**src/rtl/oled_scan_pkg.sv**
```systemverilog
// Shared types for the OLED window scanout.
// Assumes: one monochrome bit per pixel, 1 meaning lit.
package oled_scan_pkg;

    // Display mode captured at frame start.
    typedef struct packed {
        logic all_on;
        logic invert;
    } scan_mode_t;

    // Maps a stored bit to the shown pixel; all-lit overrides invert.
    function automatic logic scan_pixel_value(input scan_mode_t m, input logic stored);
        return m.all_on | (stored ^ m.invert);
    endfunction

endpackage

```
**src/rtl/oled_scan_ctrl.sv**
```systemverilog
// Frame control: redraw flag, start acceptance and capture of settings.
// Assumes: last_fetch_i pulses on the final read of a frame, last_pix_i on the
// final pixel; pipe_busy_i is high while a read result is still in flight.
module oled_scan_ctrl
    import oled_scan_pkg::*;
#(
    parameter int LW = 6
) (
    input  logic          clk,
    input  logic          rst_n,
    input  logic          start_i,
    input  logic          mark_i,
    input  logic [LW-1:0] start_line_i,
    input  scan_mode_t    mode_i,
    input  logic          last_fetch_i,
    input  logic          last_pix_i,
    input  logic          pipe_busy_i,
    output logic          active_o,
    output logic          accept_o,
    output logic [LW-1:0] line_ofs_o,
    output scan_mode_t    mode_o,
    output logic          busy_o,
    output logic          dirty_o
);

    logic          active_q;
    logic          dirty_q;
    logic [LW-1:0] ofs_q;
    scan_mode_t    mode_q;

    // Busy covers the read phase and the one-cycle read latency.
    assign busy_o   = active_q | pipe_busy_i;
    // A start only counts when idle and a redraw is pending.
    assign accept_o = start_i & dirty_q & ~busy_o;

    // Read-phase flag and settings capture at acceptance.
    always_ff @(posedge clk) begin
        if (!rst_n) begin
            active_q <= 1'b0;
            ofs_q    <= '0;
            mode_q   <= '0;
        end else if (accept_o) begin
            active_q <= 1'b1;
            ofs_q    <= start_line_i;
            mode_q   <= mode_i;
        end else if (last_fetch_i) begin
            active_q <= 1'b0;
        end
    end

    // Redraw flag: a mark wins over the end-of-frame clear.
    always_ff @(posedge clk) begin
        if (!rst_n)          dirty_q <= 1'b0;
        else if (mark_i)     dirty_q <= 1'b1;
        else if (last_pix_i) dirty_q <= 1'b0;
    end

    assign active_o   = active_q;
    assign line_ofs_o = ofs_q;
    assign mode_o     = mode_q;
    assign dirty_o    = dirty_q;

    // a start during a frame leaves the captured settings alone.
    assert_start_busy_ignored_R10: assert property (@(posedge clk) disable iff (!rst_n)
        (busy_o && start_i) |=> ($stable(ofs_q) && $stable(mode_q)));

    // a frame only begins when the redraw flag was set.
    assert_frame_needs_dirty_R8: assert property (@(posedge clk) disable iff (!rst_n)
        $rose(active_q) |-> $past(dirty_q));

endmodule

```
**src/rtl/oled_scan_fetch.sv**
```systemverilog
// Read address generator: walks the visible window in raster order and
// turns each (x, y) into a page/column byte address plus a bit select.
// Assumes: start line wraps modulo the number of memory lines.
module oled_scan_fetch #(
    parameter int VIS_W    = 96,
    parameter int VIS_H    = 16,
    parameter int MEM_COLS = 132,
    parameter int COL_OFS  = 36,
    parameter int LW       = 6,
    parameter int AW       = 11,
    parameter int XW       = 7,
    parameter int YW       = 4
) (
    input  logic          clk,
    input  logic          rst_n,
    input  logic          accept_i,
    input  logic          active_i,
    input  logic [LW-1:0] line_ofs_i,
    output logic          rd_o,
    output logic [AW-1:0] addr_o,
    output logic [XW-1:0] x_o,
    output logic [YW-1:0] y_o,
    output logic [2:0]    bit_o,
    output logic          last_o
);

    localparam logic [XW-1:0] X_MAX = XW'(VIS_W - 1);
    localparam logic [YW-1:0] Y_MAX = YW'(VIS_H - 1);
    localparam int            TOTAL = MEM_COLS * (1 << (LW - 3));

    logic [XW-1:0] x_q;
    logic [YW-1:0] y_q;
    logic [LW-1:0] line;

    // Raster counters, x fastest, cleared at frame acceptance.
    always_ff @(posedge clk) begin
        if (!rst_n || accept_i) begin
            x_q <= '0;
            y_q <= '0;
        end else if (active_i) begin
            if (x_q == X_MAX) begin
                x_q <= '0;
                y_q <= y_q + YW'(1);
            end else begin
                x_q <= x_q + XW'(1);
            end
        end
    end

    // Memory line wraps naturally in LW bits.
    assign line   = LW'(y_q) + line_ofs_i;
    assign addr_o = AW'(line[LW-1:3]) * AW'(MEM_COLS) + AW'(COL_OFS) + AW'(x_q);
    assign bit_o  = line[2:0];
    assign rd_o   = active_i;
    assign x_o    = x_q;
    assign y_o    = y_q;
    assign last_o = active_i && (x_q == X_MAX) && (y_q == Y_MAX);

    // every read lands inside the frame memory.
    assert_addr_in_memory_R3: assert property (@(posedge clk) disable iff (!rst_n)
        rd_o |-> (int'(addr_o) < TOTAL));

    // the read stream has no gaps until the last read.
    assert_reads_back_to_back_R2: assert property (@(posedge clk) disable iff (!rst_n)
        (rd_o && !last_o) |=> rd_o);

endmodule

```
**src/rtl/oled_scan_pixel.sv**
```systemverilog
// Pixel stage: aligns coordinates with the one-cycle read latency, picks the
// bit out of the returned byte, applies the display mode, flags frame end.
// Assumes: mem_data_i belongs to the read issued on the previous cycle.
module oled_scan_pixel
    import oled_scan_pkg::*;
#(
    parameter int VIS_W = 96,
    parameter int VIS_H = 16,
    parameter int XW    = 7,
    parameter int YW    = 4
) (
    input  logic          clk,
    input  logic          rst_n,
    input  logic          rd_i,
    input  logic [XW-1:0] x_i,
    input  logic [YW-1:0] y_i,
    input  logic [2:0]    bit_i,
    input  scan_mode_t    mode_i,
    input  logic [7:0]    mem_data_i,
    output logic          valid_o,
    output logic          pix_o,
    output logic [XW-1:0] x_o,
    output logic [YW-1:0] y_o,
    output logic          last_o,
    output logic          done_o
);

    localparam logic [XW-1:0] X_MAX = XW'(VIS_W - 1);
    localparam logic [YW-1:0] Y_MAX = YW'(VIS_H - 1);

    logic          rd_q;
    logic [XW-1:0] x_q;
    logic [YW-1:0] y_q;
    logic [2:0]    bit_q;
    logic          done_q;

    // Delay line matching the memory read latency.
    always_ff @(posedge clk) begin
        if (!rst_n) begin
            rd_q  <= 1'b0;
            x_q   <= '0;
            y_q   <= '0;
            bit_q <= '0;
        end else begin
            rd_q  <= rd_i;
            x_q   <= x_i;
            y_q   <= y_i;
            bit_q <= bit_i;
        end
    end

    assign last_o = rd_q && (x_q == X_MAX) && (y_q == Y_MAX);

    // Done pulse on the cycle after the last pixel.
    always_ff @(posedge clk) begin
        if (!rst_n) done_q <= 1'b0;
        else        done_q <= last_o;
    end

    assign valid_o = rd_q;
    assign pix_o   = scan_pixel_value(mode_i, mem_data_i[bit_q]);
    assign x_o     = x_q;
    assign y_o     = y_q;
    assign done_o  = done_q;

    // within a line, x steps by one on the next cycle.
    assert_x_steps_R2: assert property (@(posedge clk) disable iff (!rst_n)
        (rd_q && x_q != X_MAX) |=> (rd_q && x_q == $past(x_q) + XW'(1)));

    // the done pulse lasts a single cycle.
    assert_done_single_R9: assert property (@(posedge clk) disable iff (!rst_n)
        done_q |=> !done_q);

endmodule

```
**src/rtl/oled_scanout.sv**
```systemverilog
// OLED window scanout top: ties frame control, address generation and the
// pixel stage together. One pixel per cycle while a frame runs.
// Assumes: frame memory has a synchronous read port with one cycle latency.
module oled_scanout
    import oled_scan_pkg::*;
#(
    parameter int VIS_W     = 96,
    parameter int VIS_H     = 16,
    parameter int MEM_COLS  = 132,
    parameter int MEM_PAGES = 8,
    parameter int COL_OFS   = 36,
    localparam int LW = $clog2(MEM_PAGES * 8),
    localparam int AW = $clog2(MEM_COLS * MEM_PAGES),
    localparam int XW = $clog2(VIS_W),
    localparam int YW = $clog2(VIS_H)
) (
    input  logic          clk,
    input  logic          rst_n,
    input  logic          start_i,
    input  logic          mark_i,
    input  logic [LW-1:0] start_line_i,
    input  logic          all_on_i,
    input  logic          invert_i,
    output logic          mem_rd_o,
    output logic [AW-1:0] mem_addr_o,
    input  logic [7:0]    mem_data_i,
    output logic          pix_valid_o,
    output logic          pix_o,
    output logic [XW-1:0] pix_x_o,
    output logic [YW-1:0] pix_y_o,
    output logic          frame_done_o,
    output logic          busy_o,
    output logic          dirty_o
);

    scan_mode_t    mode_in, mode_q;
    logic          active, accept, last_fetch, last_pix;
    logic [LW-1:0] line_ofs;
    logic [XW-1:0] fx;
    logic [YW-1:0] fy;
    logic [2:0]    fbit;

    // Bundle the mode inputs.
    always_comb begin
        mode_in.all_on = all_on_i;
        mode_in.invert = invert_i;
    end

    oled_scan_ctrl #(.LW(LW)) ctrl_i (
        .clk          (clk),
        .rst_n        (rst_n),
        .start_i      (start_i),
        .mark_i       (mark_i),
        .start_line_i (start_line_i),
        .mode_i       (mode_in),
        .last_fetch_i (last_fetch),
        .last_pix_i   (last_pix),
        .pipe_busy_i  (pix_valid_o),
        .active_o     (active),
        .accept_o     (accept),
        .line_ofs_o   (line_ofs),
        .mode_o       (mode_q),
        .busy_o       (busy_o),
        .dirty_o      (dirty_o)
    );

    oled_scan_fetch #(
        .VIS_W(VIS_W), .VIS_H(VIS_H), .MEM_COLS(MEM_COLS), .COL_OFS(COL_OFS),
        .LW(LW), .AW(AW), .XW(XW), .YW(YW)
    ) fetch_i (
        .clk        (clk),
        .rst_n      (rst_n),
        .accept_i   (accept),
        .active_i   (active),
        .line_ofs_i (line_ofs),
        .rd_o       (mem_rd_o),
        .addr_o     (mem_addr_o),
        .x_o        (fx),
        .y_o        (fy),
        .bit_o      (fbit),
        .last_o     (last_fetch)
    );

    oled_scan_pixel #(
        .VIS_W(VIS_W), .VIS_H(VIS_H), .XW(XW), .YW(YW)
    ) pixel_i (
        .clk        (clk),
        .rst_n      (rst_n),
        .rd_i       (mem_rd_o),
        .x_i        (fx),
        .y_i        (fy),
        .bit_i      (fbit),
        .mode_i     (mode_q),
        .mem_data_i (mem_data_i),
        .valid_o    (pix_valid_o),
        .pix_o      (pix_o),
        .x_o        (pix_x_o),
        .y_o        (pix_y_o),
        .last_o     (last_pix),
        .done_o     (frame_done_o)
    );

endmodule

```
**config.mk**
```make
export PLATFORM = sky130hd
export DESIGN_NAME = oled_scanout
export DESIGN_NICKNAME = d
export VERILOG_FILES = /design/src/rtl/oled_scan_pkg.sv /design/src/rtl/oled_scan_ctrl.sv /design/src/rtl/oled_scan_fetch.sv /design/src/rtl/oled_scan_pixel.sv /design/src/rtl/oled_scanout.sv
export SDC_FILE = /design/constraint.sdc
export NUM_CORES = 1
export LEC_CHECK = 0
export ABC_CLOCK_PERIOD_IN_PS = 3100
export BUFFER_PORTS_ARGS = -buffer_cell sky130_fd_sc_hd__clkbuf_2
export CAP_MARGIN = 15
export CORE_ASPECT_RATIO = 1.1
export CORE_UTILIZATION = 35
export DETAILED_ROUTE_END_ITERATION = 12
export SETUP_SLACK_MARGIN = 0.15
export SLEW_MARGIN = 20
export SYNTH_ARGS = -nofsm -noshare
export SYNTH_HDL_FRONTEND = slang
export SYNTH_SLANG_ARGS = --single-unit
```
**constraint.sdc**
```tcl
create_clock -name clk -period 3.1 [get_ports clk]
set_input_delay 0.155 -clock clk [delete_from_list [all_inputs] [get_ports clk]]
set_output_delay 0.155 -clock clk [all_outputs]
set_load 0.05 [all_outputs]
```
==> metrics.csv <==
stage;metric;value;unit
route;DR iter-0 viols;64;
global_route;All-Layer GR Usage;0.160;
global_route;met3 Use GR;0.0377;
sta;Fin. Hold Viols;0;
global_route;GR Util met1;0.198;
sta;setup violators final;4;
route;number of vias per cell;4.88;
finish;share of layout cells above drive strength 1;0.415;
sta;min cycle time layout;3.20;ns
finish;antenna diode count;0;
synth;largest cells by area after synthesis;dfxtp_1 41%, ha_1 9.0%, and2_1 5.5%;
synth;Synth area leader;dfxtp_1;
route;DRC;12;
critical_path;CP Launch Type;flip-flop;
place;GP Congestion;0.753;
die;I/O Pins;48;
route;via count;1577;
clock_network;CTS clk-pin slew, worst paths;0.07;ns
route;Routed Antenna Nets;0;
synth;async set-reset flop share out of synthesis;0;
place;HPWL Detailed;2880;µm
die;die width;70.7;µm
route;routed wire length;4180;µm
synth;synthesis warning total;0;
synth;sequential fraction of the synthesis area;0.408;
clock_network;H-Tree Depth;2;
critical_path;CP Max Fanout;3;
power_and_ir_drop;Internal;0.689;mW
sta;Slew @ Worst Pin;0.434;ns
min_path;WHS Path Cells;2;
synth;Synth Area per Inst;9.26;µm²
critical_path;Crit. End Element;output port;
route;DR pass1 iterations;8;
synth;Synth Flop Type;dfxtp_1;
clock_network;CTS Buf Count;5;
synth;Seq cells post-synth;37;
die;die footprint;5480;µm²
synth;syn nets;231;
synth;synthesized instance count;196;
finish;NumNets Final;299;
synth;synthesized cell area;1820;µm²
critical_path;Worst EP arrival;3.05;ns
clock_network;CTS hold repair buffers;0;
global_route;vias in the first global route;1493;
power_and_ir_drop;combinational group share of total power;0.140;
clock_network;CTS tree;yes;
sta;fmax;312;MHz
global_route;GR peak layer;met2;
sta;Setup Skew;0.00578;ns
finish;Core Util, Final;0.516;
critical_path;type of the worst setup path;flip-flop to output port;
power_and_ir_drop;leakage power;1.19;nW
route;Avg WL per Cell;12.9;µm
sta;RSZ-0062 raised after global routing;true;
place;IO Port Bufs;47;
sta;setup TNS;-0.230;ns
power_and_ir_drop;Clk pwr share;0.338;
sta;Final WS setup;-0.105;ns
power_and_ir_drop;maximum vdd drop;155;µV
synth;Post-synth EDFFs;0;
critical_path;data required time of the critical path;2.94;ns
power_and_ir_drop;Switching Share;0.269;
die;starting density of the core;0.363;
min_path;worst hold-check path type;input port to flip-flop;
global_route;total gr overflow;0;
global_route;initial antenna violation count;0;
power_and_ir_drop;Power Dens Cells;365;nW/µm²
power_and_ir_drop;Reg power frac;0.523;
clock_network;clock sinks;37;
flow_run;number of max-cap violations;0;
die;core area;5000;µm²
die;row count;27;
place;pre-CTS setup slack;0.0135;ns
sta;Slew HR;0.710;
synth;Synth cell types;34;
clock_network;later-pin clock latency in the skew report;0.28;ns
clock_network;Max clock buf depth;2;
critical_path;R2R Setup Slk;1.31;ns
outcome;status;finished, violations left;
sta;Hold Slack;0.0872;ns
sta;Final Max Tran Viols;0;
critical_path;Crit. Startpoint;ctrl_i.line_ofs_o[1]$_SDFFE_PN0P_;
critical_path;r2r endpoint;fetch_i.y_o[3]$_SDFFE_PP0P_;
power_and_ir_drop;NetSw;0.254;mW
sta;Period Utilization, post-route;1.03;
clock_network;Root Driver;clkbuf_8;
global_route;Global Route met2 Usage;0.271;
finish;Layout area overhead;42.1;%
outcome;failing checks;DRC, setup timing;
synth;top cell type's share of synthesized area;0.408;
die;Vert. Die Dim;77.5;µm
min_path;Hold EP;ctrl_i.dirty_o$_SDFFE_PN0P_;
min_path;hold_sp;mark_i;
global_route;largest net degree at the start of global routing;28;
critical_path;Reg2Reg Depth;6;
global_route;first-pass GRT wire length;6860;µm
power_and_ir_drop;Power, Total;0.943;mW
critical_path;Crit Reg-Reg Startpoint;fetch_i.x_o[0]$_SDFFE_PP0P_;
[critical path, cell delays in order (launching register included)]
cell and delay, ns:
dfxtp_4 0.36, buf_6 0.11, fa_2 0.40, nand3_2 0.08, nand2_2 0.06, xnor2_2 0.15, ha_1 0.28, ha_2 0.18
inv_2 0.04, fa_2 0.33, nor2b_1 0.13, o21ai_1 0.07, nand2b_1 0.12, nand3_2 0.13, xnor2_4 0.17, buf_12 0.15
[power by group through the flow]
stage          Clock, mW  Sequential (mW)  Combinational (mW)
2_1_floorplan          0            0.512              0.0738
3_3_place_gp           0            0.503               0.122
3_5_place_dp           0            0.504               0.123
4_1_cts            0.327            0.494               0.129
5_1_grt            0.352            0.493               0.141
6_report           0.318            0.493               0.132
[state kept, by name, indices dropped and copies added, names as in the netlist, 2 cells and up]
register	count
pixel_i.y_o	4
fetch_i.y_o	4
fetch_i.x_o	7
ctrl_i.mode_o	2
ctrl_i.line_ofs_o	6
pixel_i.bit_q	3
pixel_i.x_o	7
[worst max path at each step]
stage                     cells after the start       endpoint  slack, ns
after global routing                         15  mem_addr_o[9]      -0.26
after global placement                       12  mem_addr_o[8]       0.02
final                                        15  mem_addr_o[9]      -0.10
after CTS                                    15  mem_addr_o[7]      -0.05
after floorplan                              15  mem_addr_o[9]     -0.008
after detailed placement                     12  mem_addr_o[8]       0.01
[area by class of cell]
| type | instances | area [µm²] |
|---|---|---|
| sequential | 37 | 752 |
| inverter | 11 | 41.3 |
| clock buffer | 6 | 72.6 |
| fill | 467 | 2420 |
| clock inverter | 2 | 10.0 |
| multi-input combinational | 141 | 1170 |
| timing repair buffer | 68 | 464 |
| tap | 58 | 72.6 |
[metrics by stage]
step / area, µm² / std cells
after floorplan: 1880 / 196
after global placement: 2280 / 307
after detailed placement: 2280 / 307
after CTS: 2510 / 319
after global routing: 2580 / 323
final: 2580 / 323
[layout by cell type (no fill, tap or decap), types with 3 or more instances in the layout]
cell type	Yosys	final
clkbuf_2	0	40
dfxtp_1	37	32
nand2_1	22	21
buf_4	2	21
and2_1	16	16
nor2_1	13	12
inv_1	11	10
a21boi_0	8	8
ha_1	13	7
clkbuf_8	0	6
xor2_1	7	5
nand4_1	5	5
nand3_1	7	5
a21oi_1	8	5
nor2b_1	4	4
xnor2_1	8	4
ha_4	0	4
a21oi_2	0	3
xnor2_2	0	3
nand2b_1	3	3
mux2i_1	3	3
o21ai_0	4	3
dfxtp_2	0	3
[cells by family after synthesis]
family | synth area share
AND/OR/NAND/NOR | 0.234
flip-flops | 0.408
AO/OA/AOI/OAI | 0.0903
buffers and inverters | 0.0420
XOR/XNOR | 0.0724
adder cells (fa/ha/maj) | 0.112
multiplexers | 0.0413
[synth_stat cells, types with 4 or more instances]
cell	instances
a21boi_0	8
a21oi_1	8
and2_1	16
clkbuf_1	4
dfxtp_1	37
ha_1	13
inv_1	11
nand2_1	22
nand3_1	7
nand4_1	5
nor2_1	13
nor2b_1	4
o21ai_0	4
xnor2_1	8
xor2_1	7
[repair_timing]
item,CTS,global route
pin swaps,11,8
gates resized for setup,29,12
setup endpoints to repair,7,7
setup buffers,4,4
[routing by layer]
metal  routed length, µm  up-vias
li1                    -      787
met1                1940      746
met2                1980       40
met3                 204        4
met4                  59        0
met5                   0        -
No activity file was read; power rests on OpenSTA's default activity.
